## config.mk

```make
export PLATFORM = sky130hd
export DESIGN_NAME = mmu_xlate_seq
export DESIGN_NICKNAME = d
export VERILOG_FILES = /design/src/rtl/mmu_xlate_pkg.sv /design/src/rtl/mmu_tlb.sv /design/src/rtl/mmu_fault_encode.sv /design/src/rtl/mmu_xlate_seq.sv
export SDC_FILE = /design/constraint.sdc
export NUM_CORES = 2
export LEC_CHECK = 0
export CORE_ASPECT_RATIO = 2
export CORE_MARGIN = 5
export CORE_UTILIZATION = 40
export CTS_CLUSTER_DIAMETER = 200
export DETAILED_ROUTE_END_ITERATION = 16
export MAX_ROUTING_LAYER = met4
export SLEW_MARGIN = 20
export SYNTH_ARGS = -nofsm -noshare
export SYNTH_HDL_FRONTEND = slang
export SYNTH_SLANG_ARGS = --single-unit
```

## constraint.sdc

```tcl
create_clock -name clk -period 3.4 [get_ports clk]
set_input_delay 1.02 -clock clk [delete_from_list [all_inputs] [get_ports clk]]
set_output_delay 1.02 -clock clk [all_outputs]
set_load 0.005 [all_outputs]
```

## src/rtl/mmu_xlate_pkg.sv

```systemverilog
package mmu_xlate_pkg;

    typedef enum logic [1:0] {
        ST_IDLE,
        ST_CHECK,
        ST_WALK,
        ST_RETRY
    } xl_state_e;

    typedef enum logic [1:0] {
        FK_PAGE,
        FK_PROT,
        FK_NOEXEC
    } fault_kind_e;

    typedef enum logic [2:0] {
        OC_NONE,
        OC_DONE_BLK,
        OC_DONE_TLB,
        OC_FAULT,
        OC_DSTORE,
        OC_GO_WALK,
        OC_GO_RETRY
    } outcome_e;

    localparam int unsigned SB_PAGE   = 1;
    localparam int unsigned SB_NOEXEC = 3;
    localparam int unsigned SB_PROT   = 4;

    function automatic logic prot_grant(input logic key, input logic [1:0] pp,
                                        input logic wr);
        logic ok;
        if (!key) begin
            ok = wr ? (pp != 2'b11) : 1'b1;
        end else begin
            case (pp)
                2'b00:   ok = 1'b0;
                2'b10:   ok = 1'b1;
                default: ok = !wr;
            endcase
        end
        return ok;
    endfunction

endpackage

```

## src/rtl/mmu_tlb.sv

```systemverilog
module mmu_tlb #(
    parameter int unsigned ENTRIES = 4,
    parameter int unsigned VPN_W   = 40,
    parameter int unsigned PPN_W   = 20
) (
    input  logic             clk,
    input  logic             rst_n,
    input  logic [VPN_W-1:0] lk_vpn,
    output logic             lk_hit,
    output logic [PPN_W-1:0] lk_ppn,
    output logic [1:0]       lk_pp,
    input  logic             wr_en,
    input  logic [VPN_W-1:0] wr_vpn,
    input  logic [PPN_W-1:0] wr_ppn,
    input  logic [1:0]       wr_pp
);

    localparam int unsigned PTR_W = (ENTRIES > 1) ? $clog2(ENTRIES) : 1;

    typedef struct packed {
        logic [ENTRIES-1:0]            valid;
        logic [ENTRIES-1:0][VPN_W-1:0] vpn;
        logic [ENTRIES-1:0][PPN_W-1:0] ppn;
        logic [ENTRIES-1:0][1:0]       pp;
        logic [PTR_W-1:0]              ptr;
    } tlb_t;

    tlb_t t_d, t_q;

    always_comb begin
        lk_hit = 1'b0;
        lk_ppn = '0;
        lk_pp  = '0;
        for (int i = 0; i < ENTRIES; i++) begin
            if (!lk_hit && t_q.valid[i] && (t_q.vpn[i] == lk_vpn)) begin
                lk_hit = 1'b1;
                lk_ppn = t_q.ppn[i];
                lk_pp  = t_q.pp[i];
            end
        end
    end

    always_comb begin
        t_d = t_q;
        if (wr_en) begin
            t_d.valid[t_q.ptr] = 1'b1;
            t_d.vpn[t_q.ptr]   = wr_vpn;
            t_d.ppn[t_q.ptr]   = wr_ppn;
            t_d.pp[t_q.ptr]    = wr_pp;
            if (t_q.ptr == PTR_W'(ENTRIES - 1)) begin
                t_d.ptr = '0;
            end else begin
                t_d.ptr = t_q.ptr + 1'b1;
            end
        end
    end

    always_ff @(posedge clk) begin
        if (!rst_n) begin
            t_q <= '0;
        end else begin
            t_q <= t_d;
        end
    end

endmodule

```

## src/rtl/mmu_fault_encode.sv

```systemverilog
module mmu_fault_encode
    import mmu_xlate_pkg::*;
#(
    parameter int unsigned STAT_W = 32
) (
    input  fault_kind_e       kind,
    input  logic              is_instr,
    output logic [STAT_W-1:0] status,
    output logic              is_data
);

    always_comb begin
        status  = '0;
        is_data = !is_instr;
        case (kind)
            FK_PAGE:   status[STAT_W-1-SB_PAGE] = 1'b1;
            FK_PROT:   status[STAT_W-1-SB_PROT] = 1'b1;
            FK_NOEXEC: begin
                status[STAT_W-1-SB_NOEXEC] = 1'b1;
                is_data = 1'b0;
            end
            default:   status[STAT_W-1-SB_PAGE] = 1'b1;
        endcase
    end

endmodule

```

## src/rtl/mmu_xlate_seq.sv

```systemverilog
module mmu_xlate_seq
    import mmu_xlate_pkg::*;
#(
    parameter int unsigned EA_W        = 32,
    parameter int unsigned PO_W        = 12,
    parameter int unsigned SEG_SEL_W   = 4,
    parameter int unsigned VSID_W      = 24,
    parameter int unsigned STAT_W      = 32,
    parameter int unsigned TLB_ENTRIES = 4,
    localparam int unsigned PPN_W      = EA_W - PO_W,
    localparam int unsigned PIDX_W     = EA_W - SEG_SEL_W - PO_W,
    localparam int unsigned VPN_W      = VSID_W + PIDX_W
) (
    input  logic              clk,
    input  logic              rst_n,
    input  logic              req_valid,
    input  logic [EA_W-1:0]   req_ea,
    input  logic              req_instr,
    input  logic              req_write,
    input  logic              seg_t,
    input  logic              seg_nx,
    input  logic              seg_key,
    input  logic [VSID_W-1:0] seg_vsid,
    input  logic              bat_hit,
    input  logic              bat_viol,
    input  logic [PPN_W-1:0]  bat_ppn,
    output logic              walk_req_valid,
    output logic [VPN_W-1:0]  walk_vpn,
    input  logic              walk_rsp_valid,
    input  logic              walk_rsp_found,
    input  logic [PPN_W-1:0]  walk_rsp_ppn,
    input  logic [1:0]        walk_rsp_pp,
    output logic              done,
    output logic [EA_W-1:0]   pa,
    output logic              dstore,
    output logic              exc_valid,
    output logic              exc_is_data,
    output logic [STAT_W-1:0] exc_status
);

    typedef struct packed {
        xl_state_e         state;
        logic [EA_W-1:0]   ea;
        logic              instr;
        logic              write;
        logic              seg_t;
        logic              nx;
        logic              key;
        logic [VSID_W-1:0] vsid;
        logic              blk_hit;
        logic              blk_viol;
        logic [PPN_W-1:0]  blk_ppn;
        logic              done;
        logic [EA_W-1:0]   pa;
        logic              dstore;
        logic              exc;
        logic              exc_data;
        logic [STAT_W-1:0] exc_stat;
    } seq_t;

    seq_t r_d, r_q;

    logic [VPN_W-1:0]  cur_vpn;
    logic [1:0]        tlb_hit;
    logic [PPN_W-1:0]  tlb_ppn [2];
    logic [1:0]        tlb_pp  [2];
    logic              sel_hit;
    logic [PPN_W-1:0]  sel_ppn;
    logic [1:0]        sel_pp;
    logic              tlb_we;
    logic              prot_ok;
    outcome_e          outcome;
    fault_kind_e       fault_kind;
    logic [STAT_W-1:0] enc_status;
    logic              enc_is_data;
    logic              in_retry;
    logic              nx_fetch;

    assign cur_vpn = {r_q.vsid, r_q.ea[EA_W-SEG_SEL_W-1:PO_W]};

    // Index 0 serves data accesses, index 1 serves instruction fetches.
    for (genvar g = 0; g < 2; g++) begin : g_tlb
        mmu_tlb #(
            .ENTRIES (TLB_ENTRIES),
            .VPN_W   (VPN_W),
            .PPN_W   (PPN_W)
        ) u_tlb (
            .clk    (clk),
            .rst_n  (rst_n),
            .lk_vpn (cur_vpn),
            .lk_hit (tlb_hit[g]),
            .lk_ppn (tlb_ppn[g]),
            .lk_pp  (tlb_pp[g]),
            .wr_en  (tlb_we && (r_q.instr == (g == 1))),
            .wr_vpn (cur_vpn),
            .wr_ppn (walk_rsp_ppn),
            .wr_pp  (walk_rsp_pp)
        );
    end

    assign sel_hit = r_q.instr ? tlb_hit[1] : tlb_hit[0];
    assign sel_ppn = r_q.instr ? tlb_ppn[1] : tlb_ppn[0];
    assign sel_pp  = r_q.instr ? tlb_pp[1]  : tlb_pp[0];
    assign prot_ok = prot_grant(r_q.key, sel_pp, r_q.write && !r_q.instr);
    assign tlb_we  = (r_q.state == ST_WALK) && walk_rsp_valid && walk_rsp_found;

    mmu_fault_encode #(
        .STAT_W (STAT_W)
    ) u_enc (
        .kind     (fault_kind),
        .is_instr (r_q.instr),
        .status   (enc_status),
        .is_data  (enc_is_data)
    );

    // Decide how the current state settles the access.
    always_comb begin
        outcome    = OC_NONE;
        fault_kind = FK_PAGE;
        case (r_q.state)
            ST_CHECK: begin
                if (r_q.blk_hit) begin
                    if (r_q.blk_viol) begin
                        outcome    = OC_FAULT;
                        fault_kind = FK_PROT;
                    end else begin
                        outcome = OC_DONE_BLK;
                    end
                end else if (r_q.instr && r_q.nx) begin
                    outcome    = OC_FAULT;
                    fault_kind = FK_NOEXEC;
                end else if (r_q.seg_t) begin
                    outcome = OC_DSTORE;
                end else if (sel_hit) begin
                    if (prot_ok) begin
                        outcome = OC_DONE_TLB;
                    end else begin
                        outcome    = OC_FAULT;
                        fault_kind = FK_PROT;
                    end
                end else begin
                    outcome = OC_GO_WALK;
                end
            end
            ST_WALK: begin
                if (walk_rsp_valid) begin
                    if (walk_rsp_found) begin
                        outcome = OC_GO_RETRY;
                    end else begin
                        outcome    = OC_FAULT;
                        fault_kind = FK_PAGE;
                    end
                end
            end
            ST_RETRY: begin
                if (sel_hit && prot_ok) begin
                    outcome = OC_DONE_TLB;
                end else if (sel_hit) begin
                    outcome    = OC_FAULT;
                    fault_kind = FK_PROT;
                end else begin
                    outcome    = OC_FAULT;
                    fault_kind = FK_PAGE;
                end
            end
            default: outcome = OC_NONE;
        endcase
    end

    // Next-state computation.
    always_comb begin
        r_d          = r_q;
        r_d.done     = 1'b0;
        r_d.dstore   = 1'b0;
        r_d.exc      = 1'b0;
        r_d.exc_data = 1'b0;
        r_d.exc_stat = '0;
        r_d.pa       = '0;
        case (r_q.state)
            ST_IDLE: begin
                if (req_valid) begin
                    r_d.state    = ST_CHECK;
                    r_d.ea       = req_ea;
                    r_d.instr    = req_instr;
                    r_d.write    = req_write;
                    r_d.seg_t    = seg_t;
                    r_d.nx       = seg_nx;
                    r_d.key      = seg_key;
                    r_d.vsid     = seg_vsid;
                    r_d.blk_hit  = bat_hit;
                    r_d.blk_viol = bat_viol;
                    r_d.blk_ppn  = bat_ppn;
                end
            end
            default: begin
                case (outcome)
                    OC_DONE_BLK: begin
                        r_d.state = ST_IDLE;
                        r_d.done  = 1'b1;
                        r_d.pa    = {r_q.blk_ppn, r_q.ea[PO_W-1:0]};
                    end
                    OC_DONE_TLB: begin
                        r_d.state = ST_IDLE;
                        r_d.done  = 1'b1;
                        r_d.pa    = {sel_ppn, r_q.ea[PO_W-1:0]};
                    end
                    OC_FAULT: begin
                        r_d.state    = ST_IDLE;
                        r_d.exc      = 1'b1;
                        r_d.exc_data = enc_is_data;
                        r_d.exc_stat = enc_status;
                    end
                    OC_DSTORE: begin
                        r_d.state  = ST_IDLE;
                        r_d.dstore = 1'b1;
                    end
                    OC_GO_WALK:  r_d.state = ST_WALK;
                    OC_GO_RETRY: r_d.state = ST_RETRY;
                    default:     r_d.state = r_q.state;
                endcase
            end
        endcase
    end

    always_ff @(posedge clk) begin
        if (!rst_n) begin
            r_q <= '0;
        end else begin
            r_q <= r_d;
        end
    end

    assign walk_req_valid = (r_q.state == ST_WALK);
    assign walk_vpn       = cur_vpn;
    assign done           = r_q.done;
    assign pa             = r_q.pa;
    assign dstore         = r_q.dstore;
    assign exc_valid      = r_q.exc;
    assign exc_is_data    = r_q.exc_data;
    assign exc_status     = r_q.exc_stat;
    assign in_retry       = (r_q.state == ST_RETRY);
    assign nx_fetch       = r_q.instr && r_q.nx;

endmodule

```

==> reports/results.md <==
## STA
- Slew Limit Fails: 0
- actual transition at the worst max-transition pin: 637 ps
- Fmax: 0.270 GHz
- final worst clock skew: 27.0 ps
- Final WS setup: -299 ps
- worst hold slack across all endpoints: 451 ps
- part of the cycle the worst path needs: 1.09
- Max-Slew Margin vs Limit: 0.574
- Setup violations, final: 40
- minimum period implied by the final worst setup slack: 3700 ps
- final-report hold violation count: 0
- RSZ-0062 raised after global routing: true

## Floorplan
- area of the die: 78,500 sq um
- Starting Density: 0.401
- Boundary Pins: 219
- Die W: 201 um
- die height: 391 um
- Placeable Area: 72,500 sq um
- standard-cell rows: 140

## Final layout
- area taken by multi-input logic gates: 14,900 sq um
- synthesis-to-layout area growth: 27.1%
- register area: 12,600 sq um
- total of fill cells in the finished design: 6,891
- final core utilization: 0.510
- nets@finish: 4,207
- share of final-layout standard cells stronger than drive strength 1: 0.157

## Power
- static power due to leakage: 13.0 nW
- worst IR drop on VDD: 0.404 mV
- power density over cell area: 453 nW/um^2

## Routing
- count of vias placed by the detailed router: 26,566
- Detail Route met2 WL: 53,800 um
- WL per Instance: 20.7 um
- DR DRC count: 0
- count of routing violations after the opening detailed-route iteration: 1,943
- highest metal layer with signal wires: met4
- mean number of vias per cell: 5.25
- wire length on met3: 4330 um
- Post-Route M1 WL: 37,100 um
- first-pass iteration count of the detailed router: 5
- post-route antenna net violation count: 0
- final wirelength: 105,000 um

## Flow run
- reported max-cap violation count: 0

## Global routing
- number of global-route vias before repair: 25,867
- total global routing overflow: 0
- pin count of the biggest net entering global routing: 100
- antenna violations before repair: 2
- global-route wire length before repair: 157,000 um
- GRT Resource Usage Total: 0.264

## Clock network
- total CTS buffers: 56
- CTS sink cnt: 628
- clock edge transition at the registers on the reported setup and hold paths: 70 ps
- number of H-tree levels: 2
- CTS Root Buffer Type: clkbuf_16
- clock latency on the worst-skew pair: 630 ps
- CTS Hold Bufs: 0
- CTS tree: yes
- maximum buffer depth of the clock tree: 3

## Setup path
- crit path launch: walk_vpn[18]$_SDFFE_PN0P_
- kind of cell with the highest combined delay on the critical path: simple AND/OR/NAND/NOR gates
- data arrival time of the critical path: 4230 ps
- launching element type of the critical path: flop
- Crit Path Max Fanout: 3
- start of the worst register-to-register path: walk_vpn[18]$_SDFFE_PN0P_
- slowest stage cell, crit path: or4_4
- Crit Path Category: reg -> reg
- worst stage delay on the critical path: 510 ps
- sum of buffers and inverters on the critical path: 3
- cells traversed along the worst timing path: buf_12 > xnor2_2 > nand2_1 > or3b_2 > nor4_2 > buf_4 > o2111ai_1 > a221o_1 > a21oi_4 > a21oi_4 > or4_4 > a21boi_2 > ha_1 > inv_1 > nor3_2
- cell with the most instances on the worst path: a21oi_4
- kind of end point of the critical path: flop
- Crit path required time: 3930 ps

## Outcome
- outcome: complete, but fails checks
- failing checks: negative setup slack

## Yosys
- count of flip-flops with a built-in enable after synthesis: 0
- most area-hungry cell type in the Yosys netlist: dfxtp_1
- number of synthesized register bits: 628
- number of synthesis warnings: 0
- primary flip-flop cell chosen by synthesis mapping: dfxtp_1
- Post-synth ARST share: 0
- Netlist Area Pre-Place: 29,100 sq um
- fraction of the yosys area taken by sequential cells: 0.432
- top cells by area, synth: dfxtp_1 43%, nand2_1 16%, a21oi_1 10%
- number of library cell types mapped by synthesis: 63
- average instance area after synthesis: 7.58 sq um
- gate count after technology mapping: 3,838
- Yosys top cell area share: 0.432

## Min path
- type of the most critical hold path: reg -> reg
- start point of the worst hold path: g_tlb[0].u_tlb.t_q[9]$_SDFFE_PN0P_

## Placement
- estimated wirelength of the detail-placed design: 74,300 um
- gp weighted congestion: 0.939
- IO Port Bufs: 185

[worst reg2reg max path, delay by kind of cell, from the launching register on]
kind | cells | cell delay [ps]
compound gates | 5 | 940
flops | 1 | 340
simple gates | 5 | 1430
xor+xnor | 1 | 270
buf+inv | 3 | 380
fa+ha+maj | 1 | 230
[where the power goes]
group / internal (mW) / switching [mW]
Combinational: 1.10 / 1.28
Clock: 3.86 / 2.98
Sequential: 7.43 / 0.0885
[metal layers]
| layer | track usage | vias to the layer above |
|---|---|---|
| met5 | - | - |
| met4 | 0.190 | 0 |
| met3 | 0.0316 | 325 |
| met2 | 0.473 | 806 |
| met1 | 0.266 | 12519 |
| li1 | - | 12916 |
[cell families after synthesis]
kind of cell,count (synthesis),synth area share
compound gates,735,0.140
xor+xnor,291,0.0876
fa+ha+maj,10,0.00430
buf+inv,510,0.0862
flops,628,0.432
mux,46,0.0158
other cells,1,0.000129
simple gates,1617,0.233
[state kept, by name, summed over array words and instances, names as in the netlist]
signal           cells
g_tlb.u_tlb.t_q    508
r_q                 41
exc_valid            1
walk_vpn            40
pa                  32
dstore               1
done                 1
exc_status           3
exc_is_data          1
[path summary, 6_finish.rpt]
check,cells after the start,slack (ps),to
min reg2reg,2,450,g_tlb[0].u_tlb.t_q[9]$_SDFFE_PN0P_
min,2,450,g_tlb[0].u_tlb.t_q[9]$_SDFFE_PN0P_
max reg2reg,15,-300,exc_status[30]$_SDFF_PP0_
max,15,-300,exc_status[30]$_SDFF_PP0_
[timing repair]
item                       4_1_cts  5_1_grt
gates resized for setup        126       48
buffers inserted                16        7
setup endpoints to repair       40       40
gates cloned                     7        0
pin swaps                       40       38
[cells in the final DEF, fill, tap and decap left out, types with 44 or more instances in the layout]
| cell | count |
|---|---|
| xor2_1 | 67 |
| buf_4 | 319 |
| dfxtp_1 | 603 |
| a21oi_1 | 600 |
| mux2i_1 | 44 |
| clkbuf_16 | 57 |
| nand4_1 | 85 |
| clkdlybuf4s50_1 | 185 |
| nor2_1 | 81 |
| buf_12 | 72 |
| xnor2_1 | 189 |
| nand2_1 | 1233 |
| inv_1 | 74 |
[cells in the mapped netlist (all sizes together), types with 10 or more instances]
cell type and count:
a31o 12, xor2 73, nand4 85, nor4 45, inv 74, nor2 85
nor3 21, a311o 19, a31oi 19, nand2 1242, xnor2 218, dfxtp 628
buf 177, nand3 27, or4 10, clkbuf 258, mux2i 46, a21oi 605
nand2b 44, and2 12, a211oi 19, o31ai 20, ha 10, and3 16
[final cells by class]
type,count,area share
clock buffers,81,0.0451
diodes,2,0.000135
multi-input cells,2728,0.404
flip-flops and latches,628,0.341
well taps,923,0.0312
clock inverters,22,0.00755
inverters,75,0.00782
repair buffers,598,0.163
[metrics by stage]
| stage | setup WS [ps] | total power [mW] | area (sq um) | cells | setup TNS [ps] |
|---|---|---|---|---|---|
| 2_1_floorplan | 37.7 | 8.73 | 29200 | 3866 | 0 |
| 3_3_place_gp | -787 | 9.83 | 33900 | 4931 | -19060 |
| 3_5_place_dp | -823 | 9.83 | 33900 | 4931 | -20210 |
| 4_1_cts | -278 | 16.8 | 36800 | 5054 | -6870 |
| 5_1_grt | -404 | 17.3 | 37000 | 5057 | -13050 |
| 6_report | -299 | 16.7 | 37000 | 5057 | -7480 |
Note: power is estimated with default switching activity, not from simulation.
